File: src/rtl/modem_ctl_stat.sv
module modem_ctl_stat #(
  parameter int SYNC_STAGES = 2
) (
  input  logic       clk,
  input  logic       rst_n,
  input  logic       ctl_we,
  input  logic [4:0] ctl_wdata,
  output logic [4:0] ctl_rdata,
  input  logic       sts_re,
  output logic [7:0] sts_rdata,
  input  logic       cts_n,
  input  logic       dsr_n,
  input  logic       ri_n,
  input  logic       dcd_n,
  output logic       dtr_n,
  output logic       rts_n,
  output logic       msr_event
);

  localparam int LAST = SYNC_STAGES - 1;

  logic [4:0] ctl_q;
  logic [3:0] sync_q [SYNC_STAGES];
  logic [3:0] lvl, lvl_q, chg, dlt;
  logic       loop;

  assign loop = ctl_q[4];

  always_ff @(posedge clk or negedge rst_n)
    if (!rst_n) ctl_q <= '0;
    else if (ctl_we) ctl_q <= ctl_wdata;

  always_ff @(posedge clk or negedge rst_n)
    if (!rst_n) begin
      for (int i = 0; i < SYNC_STAGES; i++) sync_q[i] <= 4'hF;
    end else begin
      sync_q[0] <= {dcd_n, ri_n, dsr_n, cts_n};
      for (int i = 1; i < SYNC_STAGES; i++) sync_q[i] <= sync_q[i-1];
    end

  // level order: 0 cts, 1 dsr, 2 ri, 3 dcd (active high)
  assign lvl = loop ? {ctl_q[3], ctl_q[2], ctl_q[0], ctl_q[1]} : ~sync_q[LAST];

  assign chg = {lvl[3] ^ lvl_q[3], lvl_q[2] & ~lvl[2], lvl[1] ^ lvl_q[1], lvl[0] ^ lvl_q[0]};

  always_ff @(posedge clk or negedge rst_n)
    if (!rst_n) begin
      lvl_q <= '0;
      dlt   <= '0;
    end else begin
      lvl_q <= lvl;
      dlt   <= (sts_re ? 4'h0 : dlt) | chg;
    end

  assign ctl_rdata = ctl_q;
  assign sts_rdata = {lvl_q, dlt};
  assign msr_event = |dlt;
  assign dtr_n     = ~(ctl_q[0] & ~loop);
  assign rts_n     = ~(ctl_q[1] & ~loop);

  initial assert (SYNC_STAGES >= 2);

  p_delta_set_r4: assert property (@(posedge clk) disable iff (!rst_n)
    (chg != 4'h0) |=> ((dlt & $past(chg)) == $past(chg)));

  p_teri_edge_r5: assert property (@(posedge clk) disable iff (!rst_n)
    $rose(dlt[2]) |-> $fell(lvl_q[2]));

  p_read_clear_r6: assert property (@(posedge clk) disable iff (!rst_n)
    (sts_re && chg == 4'h0) |=> (dlt == 4'h0));

  p_event_cause_r8: assert property (@(posedge clk) disable iff (!rst_n)
    $rose(msr_event) |-> $past(chg != 4'h0));

  p_loop_park_r9: assert property (@(posedge clk) disable iff (!rst_n)
    loop |-> (dtr_n && rts_n));

endmodule

File: config.mk
export PLATFORM = sky130hd
export DESIGN_NAME = modem_ctl_stat
export DESIGN_NICKNAME = d
export VERILOG_FILES = /design/src/rtl/modem_ctl_stat.sv
export SDC_FILE = /design/constraint.sdc
export NUM_CORES = 1
export LEC_CHECK = 0
export ABC_AREA = 1
export BUFFER_PORTS_ARGS = -buffer_cell sky130_fd_sc_hd__buf_2
export CAP_MARGIN = 20
export CORE_MARGIN = 10
export CORE_UTILIZATION = 45
export CTS_CLUSTER_DIAMETER = 200
export DETAILED_ROUTE_END_ITERATION = 10
export PLACE_DENSITY = 0.77
export SYNTH_ARGS = -nofsm -noshare
export SYNTH_HDL_FRONTEND = slang
export SYNTH_SLANG_ARGS = --single-unit
File: constraint.sdc
create_clock -name clk -period 1.78 [get_ports clk]
set_input_delay 0.178 -clock clk [delete_from_list [all_inputs] [get_ports clk]]
set_output_delay 0.178 -clock clk [all_outputs]
set_load 0.02 [all_outputs]
==> PnR_summary.wiki, run 1 <==
{| class="wikitable"
! Metric !! Value
|-
| Final critical delay including setup and external delays || 1.387 ns
|-
| Post-synthesis cell type count || 13
|-
| Worst hold slack across all endpoints || 0.07427 ns
|-
| DPL Wire Length || 1312 um
|-
| Number of I/O pins || 29
|-
| Count of placed standard cells including taps || ~130
|-
| Post-synthesis mux area share || 0%
|-
| Largest stage delay, worst path || 0.59 ns
|-
| TritonCTS clock tree || yes
|-
| Path type of the worst min-delay path || input port to flip-flop
|-
| Count of non-filler cells in the finished layout || around 140
|-
| Synthesized-area fraction occupied by and/or/nand/nor cells || 24.92%
|-
| Clock transition at the registers of the reported paths || 0.10 ns
|-
| Number of failing hold endpoints at the final stage || 0
|-
| Number of cell rows || 15
|-
| Final TNS setup || 0 ns
|-
| Routability cong. || 0.7195
|-
| Maximum fanout along the worst path || 10
|-
| Total of warnings raised by yosys || 0
|-
| Share of the clock period used by the worst path after layout || 77.92%
|-
| Average size of a mapped cell || roughly 10 um^2
|-
| Layout Area Growth over Synthesis || 27.95%
|-
| Number of global-route vias before repair || 666
|-
| IO Port Bufs || 28
|-
| Fraction of synthesized cell area in xor and xnor cells || 0%
|-
| Hold path depth || 3
|-
| Compound-cell area share of the yosys netlist || 3.021%
|-
| Highest achievable clock rate || ~700 MHz
|-
| Seq/Total Area, Yosys || 64.65%
|-
| Overall Global Routing Usage || 8.808%
|-
| Kind of capture point of the worst setup path || output pin
|-
| Setup slack on the worst flop-to-flop path || 0.76 ns
|-
| Number of clock sinks || 21
|-
| Total stage count of the critical path || 3
|-
| Initial core utilization || 47.46%
|-
| Pwr Total || ~990 uW
|-
| Slew of the pin with the lowest slew margin || about 0.43 ns
|-
| Gate family responsible for the most delay along the worst path || flip-flops
|-
| Dominant cells by area after synthesis || dfrtp_1 (39%), dfstp_2 (25%), nand2_1 (12%), inv_1 (4.1%), nand3_2 (3.6%)
|-
| Total wire length after detailed routing || 1637 um
|-
| Number of H-tree levels || 1
|-
| Finished layout cell area || between 1000 and 1500 um^2
|-
| Slowest cell on the critical path || dfrtp_1
|-
| Floorplan core area || about 1700 um^2
|-
| Per-cell routed wire length || roughly 12 um
|-
| Die Height || between 60 and 70 um
|-
| LEAKAGE || 0.5507 nW
|-
| Post-detailed-route count of antenna-violating nets || 0
|-
| Maximum number of pins on one net before global-route repair || 22
|-
| Worst Reg2Reg Path Length in Cells || 3
|-
| Highest ir drop seen on vdd || ~0.57 mV
|-
| Flip-flop and latch count after synthesis || 21
|-
| Total nets after synthesis || 94
|-
| Cell area after synthesis || around 830 um^2
|-
| # Post-CTS Setup Buffers || 0
|-
| DRC errors left || 0
|-
| Area of the die || a little under 4000 um^2
|-
| Horizontal die dimension || 62.90 um
|-
| Cell type contributing the most total cell area after synthesis || dfrtp_1
|-
| Clock root buffer || clkbuf_4
|-
| Number of nets in the finished design || 130
|-
| Area share of the leading cell type in the synthesized netlist || about two fifths
|-
| Wire length of the first global-routing pass || between 2000 and 3000 um
|-
| Post-Synth Adder-Cell Area || 0%
|-
| Max Cap Viol || 0
|-
| Power density relative to cell area || 935.2 nW/um^2
|-
| Count of buffer and inverter cells on the critical path || 2
|-
| Hold bufs inserted after CTS || 5
|-
| Ordered cell list for the critical path || inv_8 -> nand2_1 -> buf_2
|-
| Detailed-route via count || 605
|-
| Post-DP Area || roughly 1000 um^2
|-
| Initial DRC count || 14
|-
| Kind of start point of the critical path || flip-flop
|-
| CP Data Required Time || between 1.5 and 2 ns
|-
| Setup repair after global routing missed its margin || no
|-
| Number of antenna violations at the first check in global routing || 0
|-
| Area of the multi-input gates || 231.5 um^2
|-
| Number of clock buffers inserted by TritonCTS || 3
|-
| Source-to-sink clock delay at the later pin of the worst-skew pair || between 0.2 and 0.3 ns
|-
| Max-Slew Margin vs Limit || 71.48%
|-
| Antenna cells || 0
|-
| Max-slew violation total from the final report || 0
|-
| Gate count after technology mapping || between 80 and 90
|-
| Post-route clock skew || 0.003145 ns
|-
| Iteration count of the initial detailed-routing pass || 3
|-
| Longest Clk Path Bufs || 2
|-
| GRT Residual Overflow || 0
|-
| Layout filler cell count || ~160
|-
| Layout cell share with drive strength beyond 1 || 40.52%
|-
| Via density || 4.291
|-
| Final Setup Violations || 0
|-
| Combinational family with the most area after synthesis || simple AND/OR/NAND/NOR gates
|-
| Run status || complete, no violations
|-
| Critical Path AT || 1.21 ns
|-
| Critical Setup Path Class || flip-flop to output pin
|-
| Combined flip-flop and latch cell area || 535.5 um^2
|-
| Resize count post-CTS || 0
|}
==> where the power goes <==
| part | internal, mW | switching [mW] | leakage, nW |
|---|---|---|---|
| Sequential | 0.530 | 0.0359 | 0.238 |
| Combinational | 0.0779 | 0.131 | 0.298 |
| Clock | 0.0873 | 0.129 | 0.0150 |
==> metrics by stage <==
stage | worst slack (ns) | utilization [%]
final | 0.3930 | 60.72
after floorplan | 0.7875 | -
after global routing | 0.3035 | 60.72
after CTS | 0.3787 | 60.72
after detailed placement | 0.7270 | 56.34
after global placement | 0.7671 | 56.34
==> cells by family (layout without fill, tap and decap cells) <==
| logic type | Yosys count | in the layout |
|---|---|---|
| buffers and inverters | 12 | 47 |
| flip-flops | 21 | 21 |
| AND/OR/NAND/NOR | 43 | 43 |
| AO/OA/AOI/OAI | 5 | 5 |
==> flip-flops by register name, indices dropped and copies added (netlist names) <==
signal	count
dlt	4
ctl_rdata	5
sync_q	8
lvl_q	4
==> routing by layer <==
layer / up-vias / wire length [um] / GRT usage (%)
met2: 19 / 750 / 13.45
li1: 318 / - / -
met5: - / 0 / 0
met3: 2 / 200 / 5.376
met1: 266 / 675 / 9.063
met4: 0 / 10 / 5.028
==> path summary, 6_finish.rpt <==
path | startpoint | endpoint
hold / removal | ctl_wdata[0] | ctl_rdata[0]$_DFFE_PN0P_
max in group asynchronous | rst_n | sync_q[0]$_DFF_PN1_
setup reg to reg | ctl_rdata[4]$_DFFE_PN0P_ | dlt[1]$_DFF_PN0_
min in group asynchronous | rst_n | lvl_q[1]$_DFF_PN0_
setup / recovery | ctl_rdata[4]$_DFFE_PN0P_ | dtr_n
hold reg to reg | sync_q[6]$_DFF_PN1_ | sync_q[2]$_DFF_PN1_
==> cells in the final DEF (no fill, tap or decap) <==
cell type / count
buf_2: 28
nand2_1: 27
dfrtp_1: 13
inv_1: 9
dfstp_2: 8
o21ai_0: 5
dlygate4sd3_1: 5
nand2_2: 4
nand3_1: 4
nand3b_1: 3
nand3_2: 3
clkbuf_4: 3
nor2_1: 2
inv_8: 1
clkbuf_1: 1
==> area by class of cell <==
cell class / count / share of cell area, %
Sequential cell: 21 / 50.53
Multi-Input combinational cell: 48 / 21.84
Clock buffer: 4 / 2.479
Tap cell: 25 / 2.952
Timing Repair Buffer: 33 / 17.95
Inverter: 10 / 4.250
==> worst register-to-register path, stage by stage, from the launching register on <==
cell and delay, ns:
dfrtp_1 0.59, nand2_1 0.15, nand3_2 0.10, nand3_1 0.07
==> cell usage after synthesis <==
cell and count:
nand2_2 4, buf_6 1, nand3_1 4, buf_2 1, dfrtp_1 13, dfstp_2 8, nand2_1 27, inv_8 1
nor2_1 2, o21ai_0 5, inv_1 9, nand3_2 3, nand3b_1 3
Note: power is estimated with default switching activity, not from simulation.
==> run 2: changes to the inputs <==
--- a/config.mk
+++ b/config.mk
@@ -5,14 +5,14 @@
 export SDC_FILE = /design/constraint.sdc
 export NUM_CORES = 1
 export LEC_CHECK = 0
-export ABC_AREA = 1
+export ABC_AREA = 0
 export BUFFER_PORTS_ARGS = -buffer_cell sky130_fd_sc_hd__buf_2
 export CAP_MARGIN = 20
 export CORE_MARGIN = 10
 export CORE_UTILIZATION = 45
 export CTS_CLUSTER_DIAMETER = 200
 export DETAILED_ROUTE_END_ITERATION = 10
-export PLACE_DENSITY = 0.77
+export PLACE_DENSITY = 0.78
 export SYNTH_ARGS = -nofsm -noshare
 export SYNTH_HDL_FRONTEND = slang
 export SYNTH_SLANG_ARGS = --single-unit
==> constraint.sdc (replaced) <==
create_clock -name clk -period 1.3 [get_ports clk]
set_input_delay 0.13 -clock clk [delete_from_list [all_inputs] [get_ports clk]]
set_output_delay 0.13 -clock clk [all_outputs]
set_load 0.02 [all_outputs]
==> PnR_summary.wiki, run 2 <==
{| class="wikitable"
! Metric !! Value
|-
| LEAKAGE || 0.4936 nW (-10%)
|-
| Dominant register cell in the synthesized netlist || dfrtp_1
|-
| Leading cell type in the layout, fill and taps excluded || buf_2
|-
| Number of H-tree levels || 1 (unchanged)
|-
| Kind of capture point of the worst setup path || output pin
|-
| Number of clock buffers inserted by TritonCTS || 3 (unchanged)
|-
| Initial DRC count || 4 (-10)
|-
| Path type of the worst min-delay path || input port to flip-flop
|-
| Hold path depth || 3 (unchanged)
|-
| Layout cell share with drive strength beyond 1 || 55.32% (+15 points)
|-
| Detailed-route via count || 524 (-13%)
|-
| Die Height || 61.22 um (-2.7%)
|-
| Setup repair after global routing missed its margin || yes
|-
| Violated checks || setup timing
|-
| Reg-to-Reg Start || ctl_rdata[4]$_DFFE_PN0P_
|-
| Clk pwr share || 21.7% (-0.2 points)
|-
| Internal || 991.8 uW (+43%)
|-
| Post-DP Area || 913.4 um^2 (-7.1%)
|-
| CP Data Required Time || 1.17 ns (-0.43 ns)
|-
| Count of flip-flops with a built-in enable after synthesis || 0 (unchanged)
|-
| Source-to-sink clock delay at the later pin of the worst-skew pair || 0.30 ns (about the same)
|-
| Commonest cells after routing, fill and taps aside || buf_2 (28), dfrtp_1 (12), dfstp_2 (8)
|-
| Most frequent cells after synthesis || dfrtp_1 (13), dfstp_2 (8), nor2b_1 (6)
|-
| Critical Path AT || 1.36 ns (+0.15 ns)
|-
| Total nets after synthesis || 67 (-29%)
|-
| Setup slack on the worst flop-to-flop path || 0.22 ns (-0.54 ns)
|-
| Area of the die || 3747 um^2 (-5.3%)
|-
| Post-route clock skew || 0.003673 ns (+0.0005284 ns)
|-
| Worst Reg2Reg Path Length in Cells || 3 (unchanged)
|-
| Min-Delay Endpoint || ctl_rdata[2]$_DFFE_PN0P_
|-
| Total of warnings raised by yosys || 0 (unchanged)
|-
| Power spent charging and discharging nets || 422.1 uW (+43%)
|-
| Average size of a mapped cell || 14.16 um^2 (+38%)
|-
| Most flop-heavy register || sync_q
|-
| Pwr Total || 1.414 mW (+43%)
|-
| Seq/Total Area, Yosys || 70.05% (+5.4 points)
|-
| Slew of the pin with the lowest slew margin || 0.4396 ns (+0.01183 ns)
|-
| Number of nets in the finished design || 108 (-17%)
|-
| Part of the power in combinational logic || 23.4% (+2.4 points)
|-
| Layout Area Growth over Synthesis || 33.72%
|-
| Antenna cells || 0 (unchanged)
|-
| Longest Clk Path Bufs || 2 (unchanged)
|-
| Overall Global Routing Usage || 9.122% (+0.31 points)
|-
| Via density || 4.764 (+11%)
|-
| Max-slew violation total from the final report || 0 (unchanged)
|-
| Max Cap Viol || 0 (unchanged)
|-
| Min setup slack post-route || -0.1870 ns (-0.5801 ns)
|-
| Count of placed standard cells including taps || 97 (-27%)
|-
| Post-detailed-route count of antenna-violating nets || 0 (unchanged)
|-
| Cell area after synthesis || 764.5 um^2 (-7.7%)
|-
| Critical Setup Path Class || flip-flop to output pin
|-
| Run status || complete, but fails checks
|-
| Number of global-route vias before repair || 574 (-14%)
|-
| Switching part of the total power || 29.85% (about the same)
|-
| Worst hold start || ctl_wdata[2]
|-
| Layout filler cell count || 124 (-24%)
|-
| Highest achievable clock rate || 672.5 MHz
|-
| Initial core utilization || 49.04% (+1.6 points)
|-
| Async SR Flop Fraction || 100.0% (unchanged)
|-
| Number of clock sinks || 21 (unchanged)
|-
| Cell type contributing the most total cell area after synthesis || dfrtp_1
|-
| Total wire length after detailed routing || 1497 um (-8.6%)
|-
| TritonCTS clock tree || yes
|-
| Flip-flop and latch count after synthesis || 21 (unchanged)
|-
| Routability cong. || 0.7129 (-0.92%)
|-
| Horizontal die dimension || 61.22 um (-2.7%)
|-
| Final TNS setup || -0.1870 ns (-0.1870 ns)
|-
| GRT Residual Overflow || 0 (unchanged)
|-
| FF-to-FF End || dlt[0]$_DFF_PN0_
|-
| Gate count after technology mapping || 54 (-33%)
|-
| Sequential share of power || 54.9% (-2.2 points)
|-
| Clock transition at the registers of the reported paths || 0.11 ns (about the same)
|-
| Number of cell rows || 14 (-1)
|-
| Number of failing hold endpoints at the final stage || 0 (unchanged)
|-
| Iteration count of the initial detailed-routing pass || 4 (+1)
|-
| Max FFs per register || 8 (unchanged)
|-
| Power density relative to cell area || 1383 nW/um^2 (+48%)
|-
| DPL Wire Length || 1149 um (-12%)
|-
| Max-Slew Margin vs Limit || 70.69% (-0.79 points)
|-
| Share of the clock period used by the worst path after layout || 114.4%
|-
| Maximum fanout along the worst path || 2 (-8)
|-
| Dominant cells by area after synthesis || dfrtp_1 (43%), dfstp_2 (27%), mux2_2 (5.9%), mux2i_1 (5.2%), nor2b_1 (4.9%)
|-
| IO Port Bufs || 28 (unchanged)
|-
| Finished layout cell area || 1022 um^2 (-3.5%)
|-
| Number of I/O pins || 29 (unchanged)
|-
| Highest ir drop seen on vdd || 0.9246 mV (+62%)
|-
| Number of antenna violations at the first check in global routing || 0 (unchanged)
|-
| Maximum number of pins on one net before global-route repair || 22 (unchanged)
|-
| Post-synthesis cell type count || 14 (+1)
|-
| Clock root buffer || clkbuf_4
|-
| Floorplan core area || 1559 um^2 (-11%)
|-
| Cell with the most instances after synthesis || dfrtp_1
|-
| Worst hold slack across all endpoints || 0.03484 ns (-0.03943 ns)
|-
| Count of non-filler cells in the finished layout || 110 (-22%)
|-
| Kind of start point of the critical path || flip-flop
|-
| DRC errors left || 0 (unchanged)
|-
| Final Setup Violations || 1 (+1)
|-
| Area share of the leading cell type in the synthesized netlist || 42.55% (+3.3 points)
|-
| Per-cell routed wire length || 13.61 um (+17%)
|-
| Wire length of the first global-routing pass || 2566 um (-10%)
|-
| Final critical delay including setup and external delays || 1.487 ns
|}
[run 2: changes by cell type after synthesis, sizes merged, moves of 2 or more]
cell | previous run | this run
nand2 | 31 | 4
inv | 10 | 3
nand3 | 7 | 0
nor2b | 0 | 6
mux2 | 0 | 4
mux2i | 0 | 4
nand3b | 3 | 0
nand2b | 0 | 2
[run 2: cells by family (layout without fill, tap and decap cells)]
| logic type | after synthesis | in the layout | synth area share [%] |
|---|---|---|---|
| flops | 21 | 21 | 70.05 |
| simple gates | 16 | 16 | 10.97 |
| mux | 8 | 8 | 11.13 |
| compound gates | 5 | 5 | 4.911 |
| buf+inv | 4 | 44 | 2.946 |
[run 2: worst max path at each step]
stage                                start         to  slack (ns)  cells past startpoint
after floorplan           dlt[2]$_DFF_PN0_  msr_event        0.07                      1
after global placement    dlt[2]$_DFF_PN0_  msr_event        0.14                      2
after detailed placement  dlt[2]$_DFF_PN0_  msr_event        0.13                      2
after CTS                 dlt[2]$_DFF_PN0_  msr_event       -0.19                      2
after global routing      dlt[1]$_DFF_PN0_  msr_event       -0.23                      2
final                     dlt[2]$_DFF_PN0_  msr_event       -0.19                      2
[run 2: metrics by stage]
| stage | util (%) | worst slack [ns] |
|---|---|---|
| 5_1_grt | 65.57 | -0.2268 |
| 4_1_cts | 64.13 | -0.1949 |
| 3_3_place_gp | 58.59 | 0.1449 |
| 6_report | 65.57 | -0.1870 |
| 3_5_place_dp | 58.59 | 0.1270 |
| 2_1_floorplan | - | 0.07398 |
[run 2: area by class of cell]
type,count,area [um^2],area share (%)
Sequential cell,21,536.8,52.51
Timing Repair Buffer,37,220.2,21.54
Multi-Input combinational cell,29,206.4,20.20
Clock buffer,3,22.52,2.203
Tap cell,16,20.02,1.958
Inverter,3,11.26,1.102
Clock inverter,1,5.005,0.4896
[run 2: layer usage]
layer / track usage [%] / wire [um] / up-vias
met2: 14.50 / 635 / 24
li1: - / - / 258
met5: 0 / 0 / -
met3: 3.909 / 177 / 2
met4: 3.909 / 27 / 0
met1: 10.51 / 657 / 240
[run 2: critical path: stages (launching register included)]
cell and delay, ns:
dfrtp_1 0.39, or4_1 0.50, buf_2 0.17
[run 2: power by group through the flow]
| stage | Combinational [mW] | Clock (mW) | Sequential (mW) |
|---|---|---|---|
| after floorplan | 0.118 | 0 | 0.855 |
| after global placement | 0.293 | 0 | 0.789 |
| after detailed placement | 0.297 | 0 | 0.796 |
| after CTS | 0.319 | 0.315 | 0.782 |
| after global routing | 0.363 | 0.342 | 0.789 |
| final | 0.331 | 0.307 | 0.776 |
[run 2: repair_timing]
item / in CTS / in global routing
buffers inserted: 1 / 3
pin swaps: 0 / 0
gates resized for setup: 1 / 0
hold buffers: 5 / 0
setup endpoints to repair: 3 / 3
endpoints found under the hold margin: 17 / 0
==> run 3: changes to the inputs <==
--- a/config.mk
+++ b/config.mk
@@ -8,7 +8,6 @@
 export ABC_AREA = 0
 export BUFFER_PORTS_ARGS = -buffer_cell sky130_fd_sc_hd__buf_2
 export CAP_MARGIN = 20
-export CORE_MARGIN = 10
 export CORE_UTILIZATION = 45
 export CTS_CLUSTER_DIAMETER = 200
 export DETAILED_ROUTE_END_ITERATION = 10
==> PnR_summary.wiki, run 3 (synthesis gave the netlist of run 2 again) <==
{| class="wikitable"
! Metric !! Value
|-
| Wire length of the first global-routing pass || 1925 um (-25%)
|-
| Maximum number of pins on one net before global-route repair || 22 (unchanged)
|-
| Layout filler cell count || 124 (unchanged)
|-
| Layout cell share with drive strength beyond 1 || 56.25% (+0.93 points)
|-
| Reg-to-Reg Start || ctl_rdata[4]$_DFFE_PN0P_
|-
| Count of non-filler cells in the finished layout || 112 (+1.8%)
|-
| Initial DRC count || 9 (+5)
|-
| Setup repair after global routing missed its margin || yes
|-
| Number of cell rows || 14 (unchanged)
|-
| Per-cell routed wire length || 11.74 um (-14%)
|-
| Maximum fanout along the worst path || 2 (unchanged)
|-
| Critical path origin || dlt[2]$_DFF_PN0_
|-
| Clock root buffer || clkbuf_4
|-
| Antenna cells || 0 (unchanged)
|-
| Horizontal die dimension || 43.22 um (-29%)
|-
| Largest stage delay, worst path || 0.50 ns (about the same)
|-
| Source-to-sink clock delay at the later pin of the worst-skew pair || 0.29 ns (about the same)
|-
| Max-slew violation total from the final report || 0 (unchanged)
|-
| DRC errors left || 0 (unchanged)
|-
| Number of H-tree levels || 1 (unchanged)
|-
| Critical Setup Path Class || flip-flop to output pin
|-
| Count of placed standard cells including taps || 97 (unchanged)
|-
| Area of the die || 1868 um^2 (-50%)
|-
| TritonCTS clock tree || yes
|-
| Post-detailed-route count of antenna-violating nets || 0 (unchanged)
|-
| Final Setup Violations || 1 (unchanged)
|-
| Clock transition at the registers of the reported paths || 0.11 ns (about the same)
|-
| Number of clock sinks || 21 (unchanged)
|-
| Min setup slack post-route || -0.1714 ns (+0.01561 ns)
|-
| Number of clock buffers inserted by TritonCTS || 3 (unchanged)
|-
| Total wire length after detailed routing || 1315 um (-12%)
|-
| Path type of the worst min-delay path || input port to flip-flop
|-
| Slowest cell on the critical path || or4_1
|-
| Combined flip-flop and latch cell area || 536.8 um^2 (unchanged)
|-
| Share of the clock period used by the worst path after layout || 113.2% (-1.2 points)
|-
| Run status || complete, but fails checks
|-
| Pwr Total || 1.409 mW (-0.35%)
|-
| Ordered cell list for the critical path || or4_1 -> buf_2
|-
| Initial core utilization || 49.59% (+0.56 points)
|-
| IO Port Bufs || 28 (unchanged)
|-
| Longest Clk Path Bufs || 2 (unchanged)
|-
| LEAKAGE || 0.5026 nW (+1.8%)
|-
| Overall Global Routing Usage || 14.18% (+5.1 points)
|-
| Area of the multi-input gates || 206.4 um^2 (unchanged)
|-
| Commonest cells after routing, fill and taps aside || buf_2 (28), dfrtp_1 (12), dfstp_2 (8)
|-
| Floorplan core area || 1541 um^2 (-1.1%)
|-
| Number of I/O pins || 29 (unchanged)
|-
| Highest achievable clock rate || 679.6 MHz (+1.1%)
|-
| Number of nets in the finished design || 110 (+1.9%)
|-
| Max FFs per register || 8 (unchanged)
|-
| GRT Residual Overflow || 0 (unchanged)
|-
| Worst hold slack across all endpoints || 0.04730 ns (+0.01246 ns)
|-
| Layout Area Growth over Synthesis || 35.35%
|-
| Leading cell type in the layout, fill and taps excluded || buf_2
|-
| Post-route clock skew || 0.002144 ns (-0.001529 ns)
|-
| Finished layout cell area || 1035 um^2 (+1.2%)
|-
| Iteration count of the initial detailed-routing pass || 4 (unchanged)
|-
| Power density relative to cell area || 1362 nW/um^2 (-1.6%)
|-
| Max-Slew Margin vs Limit || 71.39% (+0.70 points)
|-
| Most flop-heavy register || sync_q
|-
| Kind of capture point of the worst setup path || output pin
|-
| Die Height || 43.22 um (-29%)
|-
| CP Data Required Time || 1.17 ns (about the same)
|-
| Final critical delay including setup and external delays || 1.471 ns (-0.01561 ns)
|-
| Post-DP Area || 913.4 um^2 (unchanged)
|-
| Highest ir drop seen on vdd || 0.8865 mV (-4.1%)
|-
| Share of the core filled with cells || 67.13% (+1.6 points)
|-
| Via density || 4.839 (+1.6%)
|-
| Routability cong. || 0.6760 (-5.2%)
|-
| Critical Path AT || 1.34 ns (-0.02 ns)
|-
| Detailed-route via count || 542 (+3.4%)
|-
| Worst hold start || ctl_wdata[2]
|-
| Slew of the pin with the lowest slew margin || 0.4291 ns (-0.01053 ns)
|-
| Max Cap Viol || 0 (unchanged)
|-
| DPL Wire Length || 846.4 um (-26%)
|-
| Number of failing hold endpoints at the final stage || 0 (unchanged)
|-
| Number of antenna violations at the first check in global routing || 0 (unchanged)
|-
| Number of global-route vias before repair || 491 (-14%)
|-
| Kind of start point of the critical path || flip-flop
|-
| Violated checks || setup timing
|}
-- run 3: cell count changes in the layout (fill, tap and decap cells not counted), sizes merged --
| cell | before | now |
|---|---|---|
| buf | 32 | 33 |
| clkbuf | 3 | 4 |
-- run 3: layout make-up --
cell class / instances / area share (%)
clock buffers: 3 / 2.177
clock inverters: 1 / 0.4837
inverters: 3 / 1.088
multi-input cells: 29 / 19.95
flip-flops and latches: 21 / 51.87
well taps: 16 / 1.935
repair buffers: 39 / 22.49
-- run 3: report_power, final --
part           leakage (nW)  total (mW)  internal, mW  switching, mW
clock                0.0177       0.296         0.114          0.182
combinational         0.250       0.337         0.149          0.187
sequential            0.234       0.776         0.733         0.0433
-- run 3: path summary, 6_finish.rpt --
kind,endpoint,slack (ns),cells after the start
worst max-delay path,msr_event,-0.17,2
worst min-delay path,ctl_rdata[2]$_DFFE_PN0P_,0.05,3
worst max register to register,dlt[2]$_DFF_PN0_,0.12,4
worst min register to register,sync_q[2]$_DFF_PN1_,0.36,0
max in group asynchronous,sync_q[0]$_DFF_PN1_,0.68,2
min in group asynchronous,lvl_q[0]$_DFF_PN0_,0.29,2
-- run 3: critical path: cells and delay by family (launching register included) --
kind | cells | cell delay (ns)
buf+inv | 1 | 0.17
simple gates | 1 | 0.50
flops | 1 | 0.39
-- run 3: metrics by stage --
stage / TNS (ns) / setup WS [ns]
after detailed placement: 0 / 0.1409
after global routing: -0.2371 / -0.2371
after CTS: -0.1899 / -0.1899
final: -0.1714 / -0.1714
after global placement: 0 / 0.1479
after floorplan: 0 / 0.07398
-- run 3: layer usage --
metal / wire [um] / track usage (%) / share of wire (%) / vias up
met1: 579 / 16.91 / 44 / 252
met2: 655 / 24.18 / 50 / 26
li1: - / - / - / 264
met3: 80 / 2.553 / 6.1 / 0
met5: 0 / 0 / 0 / -
met4: 0 / 7.273 / 0 / 0
-- run 3: repair_timing --
item,in CTS,in global routing
resized for setup,1,0
endpoints found under the setup margin,3,3
setup buffers,1,5
hold buffers,5,0
endpoints found under the hold margin,17,0
